--- src/rtl/ber_rsm_pkg.sv ---
package ber_rsm_pkg;
   typedef enum logic {
      ST_RUN   = 1'b0,
      ST_PAUSE = 1'b1
   } rsm_state_e;
endpackage

--- src/rtl/ber_sat_ctr.sv ---
module ber_sat_ctr #(
   parameter int CNT_W = 48,
   parameter int ADD_W = 28
) (
   input  logic             clk,
   input  logic             rst_n,
   input  logic             clr,
   input  logic [ADD_W-1:0] add,
   output logic [CNT_W-1:0] q
);
   localparam int SW = ((ADD_W > CNT_W) ? ADD_W : CNT_W) + 1;
   localparam logic [SW-1:0] MAXV = SW'({CNT_W{1'b1}});

   logic [SW-1:0] sum;
   assign sum = SW'(q) + SW'(add);

   always_ff @(posedge clk or negedge rst_n) begin
      if (!rst_n)          q <= '0;
      else if (clr)        q <= '0;
      else if (sum > MAXV) q <= '1;
      else                 q <= sum[CNT_W-1:0];
   end
endmodule

--- src/rtl/ber_ivl_acc.sv ---
module ber_ivl_acc #(
   parameter int INC_W = 8,
   parameter int IVL_W = 16,
   parameter int ACC_W = 25
) (
   input  logic             clk,
   input  logic             rst_n,
   input  logic             restart,
   input  logic             run,
   input  logic [IVL_W-1:0] ivl_len,
   input  logic [INC_W-1:0] e0_inc,
   input  logic [INC_W-1:0] e1_inc,
   input  logic [INC_W-1:0] b_inc,
   output logic             last,
   output logic [ACC_W-1:0] fin_e0,
   output logic [ACC_W-1:0] fin_e1,
   output logic [ACC_W-1:0] fin_b
);
   logic [IVL_W-1:0] tick;
   logic [ACC_W-1:0] cur_e0, cur_e1, cur_b;

   assign last   = run && (tick == IVL_W'(ivl_len - 1'b1));
   assign fin_e0 = cur_e0 + ACC_W'(e0_inc);
   assign fin_e1 = cur_e1 + ACC_W'(e1_inc);
   assign fin_b  = cur_b  + ACC_W'(b_inc);

   always_ff @(posedge clk or negedge rst_n) begin
      if (!rst_n) begin
         tick   <= '0;
         cur_e0 <= '0;
         cur_e1 <= '0;
         cur_b  <= '0;
      end else if (restart || !run || last) begin
         tick   <= '0;
         cur_e0 <= '0;
         cur_e1 <= '0;
         cur_b  <= '0;
      end else begin
         tick   <= tick + 1'b1;
         cur_e0 <= fin_e0;
         cur_e1 <= fin_e1;
         cur_b  <= fin_b;
      end
   end
endmodule

--- src/rtl/ber_ratio_trip.sv ---
module ber_ratio_trip #(
   parameter int ACC_W       = 25,
   parameter int KSH_W       = 5,
   parameter bit TRIG_STRICT = 1'b0
) (
   input  logic [ACC_W:0]   err,
   input  logic [ACC_W-1:0] bits,
   input  logic [KSH_W-1:0] k,
   output logic             hit
);
   localparam int SHW = ACC_W + 1 + (2 ** KSH_W) - 1;

   logic [SHW-1:0] err_sh;
   logic [SHW-1:0] bits_w;
   logic           cmp;

   assign err_sh = SHW'(err) << k;
   assign bits_w = SHW'(bits);

   generate
      if (TRIG_STRICT) begin : g_strict
         assign cmp = err_sh > bits_w;
      end else begin : g_reach
         assign cmp = err_sh >= bits_w;
      end
   endgenerate

   assign hit = (bits != '0) && cmp;
endmodule

--- src/rtl/ber_resync_accum.sv ---
module ber_resync_accum
   import ber_rsm_pkg::*;
#(
   parameter int CNT_W       = 48,
   parameter int INC_W       = 8,
   parameter int IVL_W       = 16,
   parameter int KSH_W       = 5,
   parameter int RS_W        = 16,
   parameter bit TRIG_STRICT = 1'b0
) (
   input  logic                   clk,
   input  logic                   rst_n,
   input  logic                   clr,
   input  logic                   mask_en,
   input  logic                   one_err_opt,
   input  logic [IVL_W-1:0]       ivl_len,
   input  logic [KSH_W-1:0]       ratio_k,
   input  logic [IVL_W+INC_W:0]   prev_thresh,
   input  logic                   sync_ok,
   input  logic [INC_W-1:0]       zero_err_inc,
   input  logic [INC_W-1:0]       one_err_inc,
   input  logic [INC_W-1:0]       bit_inc,
   output logic [CNT_W-1:0]       tot_err,
   output logic [CNT_W-1:0]       tot_bits,
   output logic [CNT_W-1:0]       tot_zero_err,
   output logic [CNT_W-1:0]       tot_one_err,
   output logic [RS_W-1:0]        resync_cnt
);
   localparam int ACC_W = IVL_W + INC_W + 1;
   localparam int ADD_W = ACC_W + 3;
   localparam int N_TOT = 4;

   generate
      if (CNT_W < 8)  begin : g_bad_cnt  $error("CNT_W must be at least 8");  end
      if (INC_W < 1)  begin : g_bad_inc  $error("INC_W must be at least 1");  end
      if (IVL_W < 2)  begin : g_bad_ivl  $error("IVL_W must be at least 2");  end
      if (KSH_W < 1 || KSH_W > 6) begin : g_bad_ksh $error("KSH_W out of range"); end
      if (RS_W < 2)   begin : g_bad_rs   $error("RS_W must be at least 2");   end
   endgenerate

   rsm_state_e       state_q;
   logic             paused;
   logic             run;
   logic             ivl_last;
   logic [ACC_W-1:0] fin_e0, fin_e1, fin_b;
   logic [ACC_W:0]   fin_err;
   logic             trig_hit;

   logic             prev_v;
   logic [ACC_W-1:0] prev_e0, prev_e1, prev_b;
   logic [ACC_W:0]   prev_err;
   logic             prev_bad;

   logic             resync_ev;
   logic             commit_prev, commit_cur, synth;

   assign paused = (state_q == ST_PAUSE);
   assign run    = !paused && !clr;

   ber_ivl_acc #(.INC_W(INC_W), .IVL_W(IVL_W), .ACC_W(ACC_W)) u_ivl (
      .clk     (clk),
      .rst_n   (rst_n),
      .restart (clr),
      .run     (run),
      .ivl_len (ivl_len),
      .e0_inc  (zero_err_inc),
      .e1_inc  (one_err_inc),
      .b_inc   (bit_inc),
      .last    (ivl_last),
      .fin_e0  (fin_e0),
      .fin_e1  (fin_e1),
      .fin_b   (fin_b)
   );

   assign fin_err = {1'b0, fin_e0} + {1'b0, fin_e1};

   ber_ratio_trip #(.ACC_W(ACC_W), .KSH_W(KSH_W), .TRIG_STRICT(TRIG_STRICT)) u_trip (
      .err  (fin_err),
      .bits (fin_b),
      .k    (ratio_k),
      .hit  (trig_hit)
   );

   // Decision for the window that ends this cycle
   assign prev_err    = {1'b0, prev_e0} + {1'b0, prev_e1};
   assign prev_bad    = prev_err > prev_thresh;
   assign resync_ev   = ivl_last && trig_hit;
   assign commit_prev = prev_v && ivl_last && (!resync_ev || !mask_en || !prev_bad);
   assign commit_cur  = resync_ev && !mask_en;
   assign synth       = resync_ev && mask_en;

   // Holding stage for the last clean window
   always_ff @(posedge clk or negedge rst_n) begin
      if (!rst_n) begin
         prev_v  <= 1'b0;
         prev_e0 <= '0;
         prev_e1 <= '0;
         prev_b  <= '0;
      end else if (clr) begin
         prev_v  <= 1'b0;
         prev_e0 <= '0;
         prev_e1 <= '0;
         prev_b  <= '0;
      end else if (ivl_last) begin
         if (resync_ev) begin
            prev_v <= 1'b0;
         end else begin
            prev_v  <= 1'b1;
            prev_e0 <= fin_e0;
            prev_e1 <= fin_e1;
            prev_b  <= fin_b;
         end
      end
   end

   // Run / pause sequencing
   always_ff @(posedge clk or negedge rst_n) begin
      if (!rst_n)                      state_q <= ST_RUN;
      else if (clr)                    state_q <= ST_RUN;
      else if (!paused && resync_ev)   state_q <= ST_PAUSE;
      else if (paused && sync_ok)      state_q <= ST_RUN;
   end

   // Per-total increments: 0 zeros, 1 ones, 2 bits, 3 errors
   logic [ADD_W-1:0] add_v [N_TOT];
   logic [CNT_W-1:0] tot_v [N_TOT];

   assign add_v[0] = (commit_prev ? ADD_W'(prev_e0) : '0) + (commit_cur ? ADD_W'(fin_e0) : '0);
   assign add_v[1] = (commit_prev ? ADD_W'(prev_e1) : '0) + (commit_cur ? ADD_W'(fin_e1) : '0);
   assign add_v[2] = (commit_prev ? ADD_W'(prev_b)  : '0) + (commit_cur ? ADD_W'(fin_b)  : '0)
                   + ADD_W'(synth);
   assign add_v[3] = add_v[0] + add_v[1] + ADD_W'(synth && one_err_opt);

   generate
      for (genvar i = 0; i < N_TOT; i++) begin : g_tot
         ber_sat_ctr #(.CNT_W(CNT_W), .ADD_W(ADD_W)) u_ctr (
            .clk   (clk),
            .rst_n (rst_n),
            .clr   (clr),
            .add   (add_v[i]),
            .q     (tot_v[i])
         );
      end
   endgenerate

   ber_sat_ctr #(.CNT_W(RS_W), .ADD_W(1)) u_rs_ctr (
      .clk   (clk),
      .rst_n (rst_n),
      .clr   (clr),
      .add   (resync_ev),
      .q     (resync_cnt)
   );

   assign tot_zero_err = tot_v[0];
   assign tot_one_err  = tot_v[1];
   assign tot_bits     = tot_v[2];
   assign tot_err      = tot_v[3];
endmodule

--- config.mk ---
export PLATFORM = sky130hd
export DESIGN_NAME = ber_resync_accum
export DESIGN_NICKNAME = d
export VERILOG_FILES = /design/src/rtl/ber_rsm_pkg.sv /design/src/rtl/ber_sat_ctr.sv /design/src/rtl/ber_ivl_acc.sv /design/src/rtl/ber_ratio_trip.sv /design/src/rtl/ber_resync_accum.sv
export SDC_FILE = /design/constraint.sdc
export NUM_CORES = 2
export LEC_CHECK = 0
export ABC_AREA = 1
export BUFFER_PORTS_ARGS = -buffer_cell sky130_fd_sc_hd__buf_2
export CORE_MARGIN = 2
export CORE_UTILIZATION = 59
export DETAILED_ROUTE_END_ITERATION = 6
export GPL_TIMING_DRIVEN = 1
export PLACE_DENSITY = 0.79
export SYNTH_ARGS = -nofsm -noshare
export SYNTH_HDL_FRONTEND = slang
export SYNTH_SLANG_ARGS = --single-unit
export TNS_END_PERCENT = 30
--- constraint.sdc ---
create_clock -name clk -period 14.3 [get_ports clk]
set_input_delay 2.86 -clock clk [delete_from_list [all_inputs] [get_ports clk]]
set_output_delay 2.86 -clock clk [all_outputs]
set_load 0.03 [all_outputs]
After elaboration in Yosys (flattened, before gate mapping)
Cells that the tools add are included.

Logic and storage cells: 102. Flip-flop bits (word level): 376. Input port bits: 76.

Shift-type cells: 1. Muxes and demuxes: 35. $lt $le $gt $ge: 7. Add/subtract/negate cells: 18. Reductions and logical operators: 25. Equal/unequal tests: 2.

Operator list (count): $mux 25 (18); $mux 48 (8); $gt 49x48->1 const B (4); $add 25x25->26 (5); $add 48x26->49 (2); $add 25x8->25 (3); $ge 57x25->1 (1); $shl 26x5->57 (1); $add 48x27->49 (1); $add 48x28->49 (1); $mux 16 (3); $add 27x1->28 (1); $add 26x1->27 (1); $add 26x26->27 (1); $gt 26x25->1 (1); $reduce_bool 25->1 (1); $add 16x1->17 (1); $gt 17x16->1 const B (1); $add 16x1->16 const B (1); $eq 16x16->1 (1); $sub 16x1->16 const B (1); $logic_and 1x1->1 (11); $logic_not 1->1 (6); $mux 1 (6); 5 further kinds (8).

Longest topological paths before layout
Depth after elaboration: 18. Depth in mapped cells: 85. Depth with buffers taken out: 84.

Modules after synthesis
Synthesis repeated with hierarchy kept, for this count alone.

Cell total of the unflattened synthesis: 6602. Area, all modules: 41328.4 um2.

By module, submodules not included: ber_sat_ctr at g_tot[0].u_ctr ... (cells an instance 812, sequential area each 1201.2 um2, area an instance 4837.1 um2, times used 4); ber_resync_accum (cells an instance 1813, sequential area each 1926.8 um2, area an instance 11878.9 um2, times used 1); ber_ivl_acc (cells an instance 922, sequential area each 2277.2 um2, area an instance 6457.4 um2, times used 1); ber_ratio_trip (cells an instance 486, sequential area each 0.0 um2, area an instance 2636.3 um2, times used 1); ber_sat_ctr at u_rs_ctr (cells an instance 133, sequential area each 400.4 um2, area an instance 1007.2 um2, times used 1).

Worst setup path after synthesis
Ideal clock, no wire load.

Path type: input port to flip-flop. Start point: input port zero_err_inc[0]. End point: register g_tot[3].u_ctr.q[46]. Arrival time: 12.678 ns. Cell stages on the path: 77. Slack: 1.544 ns. Cell sequence: ha_1 > inv_1 > fa_1 > inv_1 > nand2_1 > nand2_1 > nand3_2 > nand2_2 > buf_6 > nand4_1 > nor3b_1 > xnor2_1 > inv_1 > ha_1 > nand2_1 > inv_1 > a21oi_1 > nand3_1 > [... 41 more ...] > nand2_1 > nand3_1 > nand2_1 > a21oi_1 > nor2_1 > nor2_1 > xor2_1 > fa_1 > ha_1 > nand2_1 > o21a_1 > nand2_1 > o2bb2ai_1 > nand2_1 > nor4_1 > nand3_1 > xor2_1 > a21oi_1.

Cells in the longest elaborated chain, start to end: 18. Elaborated cells on any way between the ends: 25. Those cells by class: 7 x add/sub; 2 x order compare; 1 x shift; 6 x mux; 9 x reduce/logical.

RTL lines: start, declared (line ber_resync_accum.sv:20) `input logic [INC_W-1:0] zero_err_inc,`; $add 25x8->25 (*) (line ber_ivl_acc.sv:23) `assign fin_e0 = cur_e0 + ACC_W'(e0_inc);`; $add 25x25->26 (line ber_resync_accum.sv:75) `assign fin_err = {1'b0, fin_e0} + {1'b0, fin_e1};`; $shl 26x5->57 (line ber_ratio_trip.sv:17) `assign err_sh = SHW'(err) << k;`; $ge 57x25->1 (line ber_ratio_trip.sv:24) `assign cmp = err_sh >= bits_w;`; $logic_and 1x1->1 (line ber_ratio_trip.sv:28) `assign hit = (bits != '0) && cmp;`; $logic_and 1x1->1 (line ber_resync_accum.sv:87) `assign resync_ev = ivl_last && trig_hit;`; $logic_not 1->1 (line ber_resync_accum.sv:88) `assign commit_prev = prev_v && ivl_last && (!resync_ev || !mask_en || !prev_bad);`; $logic_or 1x1->1 (2 in a row) (line ber_resync_accum.sv:88); $logic_and 1x1->1 (line ber_resync_accum.sv:88); $mux 25, on equally long branches (line ber_resync_accum.sv:128, ber_resync_accum.sv:129); $add 25x25->26, on equally long branches (line ber_resync_accum.sv:128, ber_resync_accum.sv:129); $add 26x26->27 (line ber_resync_accum.sv:132) `assign add_v[3] = add_v[0] + add_v[1] + ADD_W'(synth && one_err_opt);`; $add 27x1->28 (*) (line ber_resync_accum.sv:132); $add 48x28->49 (*) (line ber_sat_ctr.sv:15) `assign sum = SW'(q) + SW'(add);`; $gt 49x48->1 (line ber_sat_ctr.sv:20) `else if (sum > MAXV) q <= '1;`; $mux 48 (*) (line ber_sat_ctr.sv:20); $mux 48 (*) (line ber_sat_ctr.sv:19) `else if (clr) q <= '0;`; end signal, assigned (line ber_sat_ctr.sv:21) `else q <= sum[CNT_W-1:0];`; end, declared (line ber_sat_ctr.sv:9) `output logic [CNT_W-1:0] q`.

Every way passes the cells marked *; elsewhere a longest branch is shown, timed or not. A chain may end at the register's enable or synchronous reset.

Worst setup path in the final report
Start point: input port one_err_inc[0]. End point: register g_tot[3].u_ctr.q[45].

Cells in the longest elaborated chain, start to end: 18. Elaborated cells on any way between the ends: 25. Those cells by class: 7 x add/sub; 2 x order compare; 1 x shift; 6 x mux; 9 x reduce/logical.

RTL lines: start, declared (line ber_resync_accum.sv:21) `input logic [INC_W-1:0] one_err_inc,`; $add 25x8->25 (*) (line ber_ivl_acc.sv:24) `assign fin_e1 = cur_e1 + ACC_W'(e1_inc);`; $add 25x25->26 (line ber_resync_accum.sv:75); $shl 26x5->57 (line ber_ratio_trip.sv:17); $ge 57x25->1 (line ber_ratio_trip.sv:24); $logic_and 1x1->1 (line ber_ratio_trip.sv:28); $logic_and 1x1->1 (line ber_resync_accum.sv:87); $logic_not 1->1 (line ber_resync_accum.sv:88); $logic_or 1x1->1 (2 in a row) (line ber_resync_accum.sv:88); $logic_and 1x1->1 (line ber_resync_accum.sv:88); $mux 25, on equally long branches (line ber_resync_accum.sv:128, ber_resync_accum.sv:129); $add 25x25->26, on equally long branches (line ber_resync_accum.sv:128, ber_resync_accum.sv:129); $add 26x26->27 (line ber_resync_accum.sv:132); $add 27x1->28 (*) (line ber_resync_accum.sv:132); $add 48x28->49 (*) (line ber_sat_ctr.sv:15); $gt 49x48->1 (line ber_sat_ctr.sv:20); $mux 48 (*) (line ber_sat_ctr.sv:20); $mux 48 (*) (line ber_sat_ctr.sv:19).

Marks and branches as above.

==> summary.md <==
| Metric | Value |
|---|---|
| Status | `complete, no violations` |
| GR Util met1 | `0.4346` |
| Max Freq | `74.46 MHz` |
| Critical Path RT | `14.72 ns` |
| Fill cell count | `~4.7k` |
| Clock root buffer | `clkbuf_16` |
| IO Port Bufs | `283` |
| Pin count of the biggest net entering global routing | `153` |
| Worst rel slew slack | `0.2538` |
| Core Area | `53810 µm²` |
| Vias in the first global route | `29.04k` |
| Most numerous cell in the Yosys netlist | `nand2_1` |
| Sequential element share of the synthesized area | `0.2930` |
| PD cells | `96.09 nW/µm²` |
| Syn. warnings | `0` |
| Clock power share | `0.381` |
| First-pass GRT wire length | `145300 µm` |
| Area delta synth->final | `13.03%` |
| R2r setup slk | `2.90 ns` |
| FF/Latch Area | `9409 µm²` |
| CTS Sinks | `376` |
| Sw Ratio | `0.3532` |
| DR WL/cell | `16.55 µm` |
| Period utilization | `0.9391` |
| Total power | `about 0.0035 W` |
| Area occupied by multi-input gates | `19950 µm²` |
| Post-DP HPWL | `between 60000 and 70000 µm` |
| Syn Area/Cell | `between 7 and 8 µm²` |
| Placed inst area | `34210 µm²` |
| Clk_skew | `0.01555 ns` |
| Max-cap violations | `0` |
| Hold Fails Final Rpt | `0` |
| I/O pins | `284` |
| DRT antenna net count | `0` |
| Seq pwr share | `0.318` |
| Ranking of synthesized cells by area | `dfrtp_1 (29%), ha_1 (11%), nand2_1 (11%), inv_1 (7.4%), xor2_1 (6.3%)` |
| R2R depth | `71` |
| Die Ht | `237.3 µm` |
| Crit path top cell by count | `nand2_1` |
| Setup CP Type | `in -> reg` |
| Total die area | `56310 µm²` |
| Post-synth EDFFs | `0` |
| Worst Path Arrival | `between 10 and 15 ns` |
| Worst-Skew Late Latency | `0.58 ns` |
| Max VDD drop | `0.00008384 V` |
| Synth area leader | `dfrtp_1` |
| Finished Layout Cells | `~5.4k` |
| Origin of the critical flop-to-flop path | `u_ivl.cur_e1[0]$_DFF_PN0_` |
| Num CTS Buffers | `46` |
| H-tree lvl count | `2` |
| Min-delay worst type | `reg -> reg` |
| GR met3 Demand/Resource | `0.05296` |
| Ant diodes | `0` |
| Hold Startpoint | `prev_b[1]$_DFFE_PN0P_` |
| Critical path's slowest cell | `fa_1` |
| Routed via count | `between 30k and 40k` |
| Die width | `237.3 µm` |
| Top Usage Layer GRT | `met2` |
| Synth Flop Type | `dfrtp_1` |
| Final Slew Violations | `0` |
| Fin crit period | `roughly 13 ns` |
| GRT Resource Usage Total | `0.3166` |
| Final WL | `89640 µm` |
| Critical Path Fanout Max | `6` |
| Library cells used by synthesis | `just under 60` |
| Largest stage delay, worst path | `0.49 ns` |
| Combinational share of power | `0.300` |
| Initial antenna violation count | `0` |
| RSZ-0062 raised after global routing | `yes` |
| Hold endpoint | `prev_b[1]$_DFFE_PN0P_` |
| R2r endpoint | `g_tot[3].u_ctr.q[45]$_DFF_PN0_` |
| Routed vias/inst | `5.560` |
| Placed cells | `5324` |
| GR Layer Usage met2 | `0.5083` |
| CTS tree | `done` |
| Max clock buf depth | `3` |
| Pleak | `19.92 nW` |
| Top-area cell type share of the netlist area | `0.2930` |
| Sw Pwr | `0.001232 W` |
| Async set-or-reset flop fraction in the synthesized netlist | `1.000` |
| Hold Path Depth | `2` |
| First DRT Iteration DRCs | `around 2.1k` |
| Grt ovf | `0` |
| Clk slew on worst S/H paths | `0.06 ns` |
| Post-Syn Instances | `between 4k and 5k` |
| CP Launch Type | `primary input` |
| Slew @ Worst Pin | `approximately 1.1 ns` |
| Flops & latches, synth | `376` |
| Worst Setup End Kind | `flip-flop` |
| Final weighted congestion in routability-driven placement | `~0.96` |
| # DRC | `0` |
| Setup Viol. Count Final | `0` |
| Final setup margin | `approximately 0.87 ns` |
| Drt pass-1 iters | `6` |
| Pre-CTS WS | `-0.2205 ns` |
| Mapped Area | `32110 µm²` |
| Layout cells sized above 1 | `0.1263` |
| Int Power | `0.002256 W` |
| Nets | `~5.1k` |
| TNS Setup | `0 ns` |
| Final instance area | `36300 µm²` |
| Initial core utilization | `0.5968` |
| Synthesized net count | `4822` |
| Most frequent cells after synthesis | `nand2_1 (913), inv_1 (631), nor2_1 (403)` |
| Row count | `85` |
[timing repair]
item                                   4_1_cts  5_1_grt
hold buffers                                 0        0
resized for setup                            0       63
endpoints found under the hold margin        0        0
setup buffers                                0        5
setup endpoints to repair                    0      144
[power by group through the flow]
stage	clock (W)	combinational (W)	sequential, W
finish	0.00133	0.00105	0.00111
floorplan	0	0.000735	0.00112
global route	0.00139	0.00117	0.00111
CTS	0.00135	0.00103	0.00111
global placement	0	0.00101	0.00113
detailed placement	0	0.00103	0.00113
[cells in the final DEF, fill, tap and decap left out, drive strengths merged, types with 232 or more instances in the layout]
cell type  synthesis  routed
a21oi            397     397
inv              647     647
o21ai            255     255
nand2            946     946
dfrtp            376     376
nand3            312     312
xor2             232     232
nor2             417     417
ha               274     274
buf               49     334
[worst max path at each step]
| stage | startpoint | to | slack (ns) | cells past startpoint |
|---|---|---|---|---|
| 6_report | one_err_inc[0] | g_tot[3].u_ctr.q[45]$_DFF_PN0_ | 0.87 | 72 |
| 5_1_grt | one_err_inc[0] | g_tot[3].u_ctr.q[20]$_DFF_PN0_ | -0.06 | 78 |
| 4_1_cts | one_err_inc[0] | g_tot[3].u_ctr.q[45]$_DFF_PN0_ | 0.29 | 70 |
| 3_5_place_dp | one_err_inc[0] | g_tot[3].u_ctr.q[45]$_DFF_PN0_ | -0.22 | 70 |
| 3_3_place_gp | one_err_inc[0] | g_tot[3].u_ctr.q[45]$_DFF_PN0_ | -0.04 | 70 |
| 2_1_floorplan | zero_err_inc[0] | g_tot[3].u_ctr.q[46]$_DFF_PN0_ | 1.54 | 77 |
[logic make-up (layout without fill, tap and decap cells)]
logic type,after synthesis,in the layout,share of synthesized area
AO/OA/AOI/OAI,746,746,0.1286
flip-flops,376,376,0.2930
adder cells (fa/ha/maj),336,336,0.1454
AND/OR/NAND/NOR,1863,1863,0.2493
buffers and inverters,763,1073,0.09425
XOR/XNOR,326,326,0.08938
[per-layer routing]
metal | part of all wire | up-vias
met5 | 0 | -
met4 | 0.035 | 0
met3 | 0.069 | 175
met2 | 0.46 | 978
met1 | 0.44 | 14120
li1 | - | 14840
[per-stage QoR]
step,util,hold slack [ns]
after CTS,0.6679,0.4848
after floorplan,-,0.4558
final,0.6745,0.4824
after global placement,0.6356,0.4632
after detailed placement,0.6356,0.4722
after global routing,0.6745,0.5049
[final cells by class]
cell class / instances / share of cell area
clock buffers: 62 / 0.03788
clock inverters: 24 / 0.009962
inverters: 652 / 0.06763
multi-input cells: 3271 / 0.5496
flip-flops and latches: 376 / 0.2592
well taps: 696 / 0.02399
repair buffers: 334 / 0.05150
repair inverters: 1 / 0.0002068
[critical path: cells and delay by family]
family,cells,cell delay [ns]
adder cells (fa/ha/maj),8,2.81
AO/OA/AOI/OAI,19,3.05
AND/OR/NAND/NOR,36,3.97
XOR/XNOR,3,0.67
buffers and inverters,6,0.50
[flip-flops by register name (all words and copies together) (netlist names)]
| signal | flops |
|---|---|
| prev_b | 25 |
| prev_v | 1 |
| u_rs_ctr.q | 16 |
| u_ivl.cur_e0 | 25 |
| prev_e0 | 25 |
| u_ivl.cur_e1 | 25 |
| g_tot.u_ctr.q | 192 |
| u_ivl.tick | 16 |
| prev_e1 | 25 |
| u_ivl.cur_b | 25 |
| paused | 1 |
(Power assumes the default switching activity.)
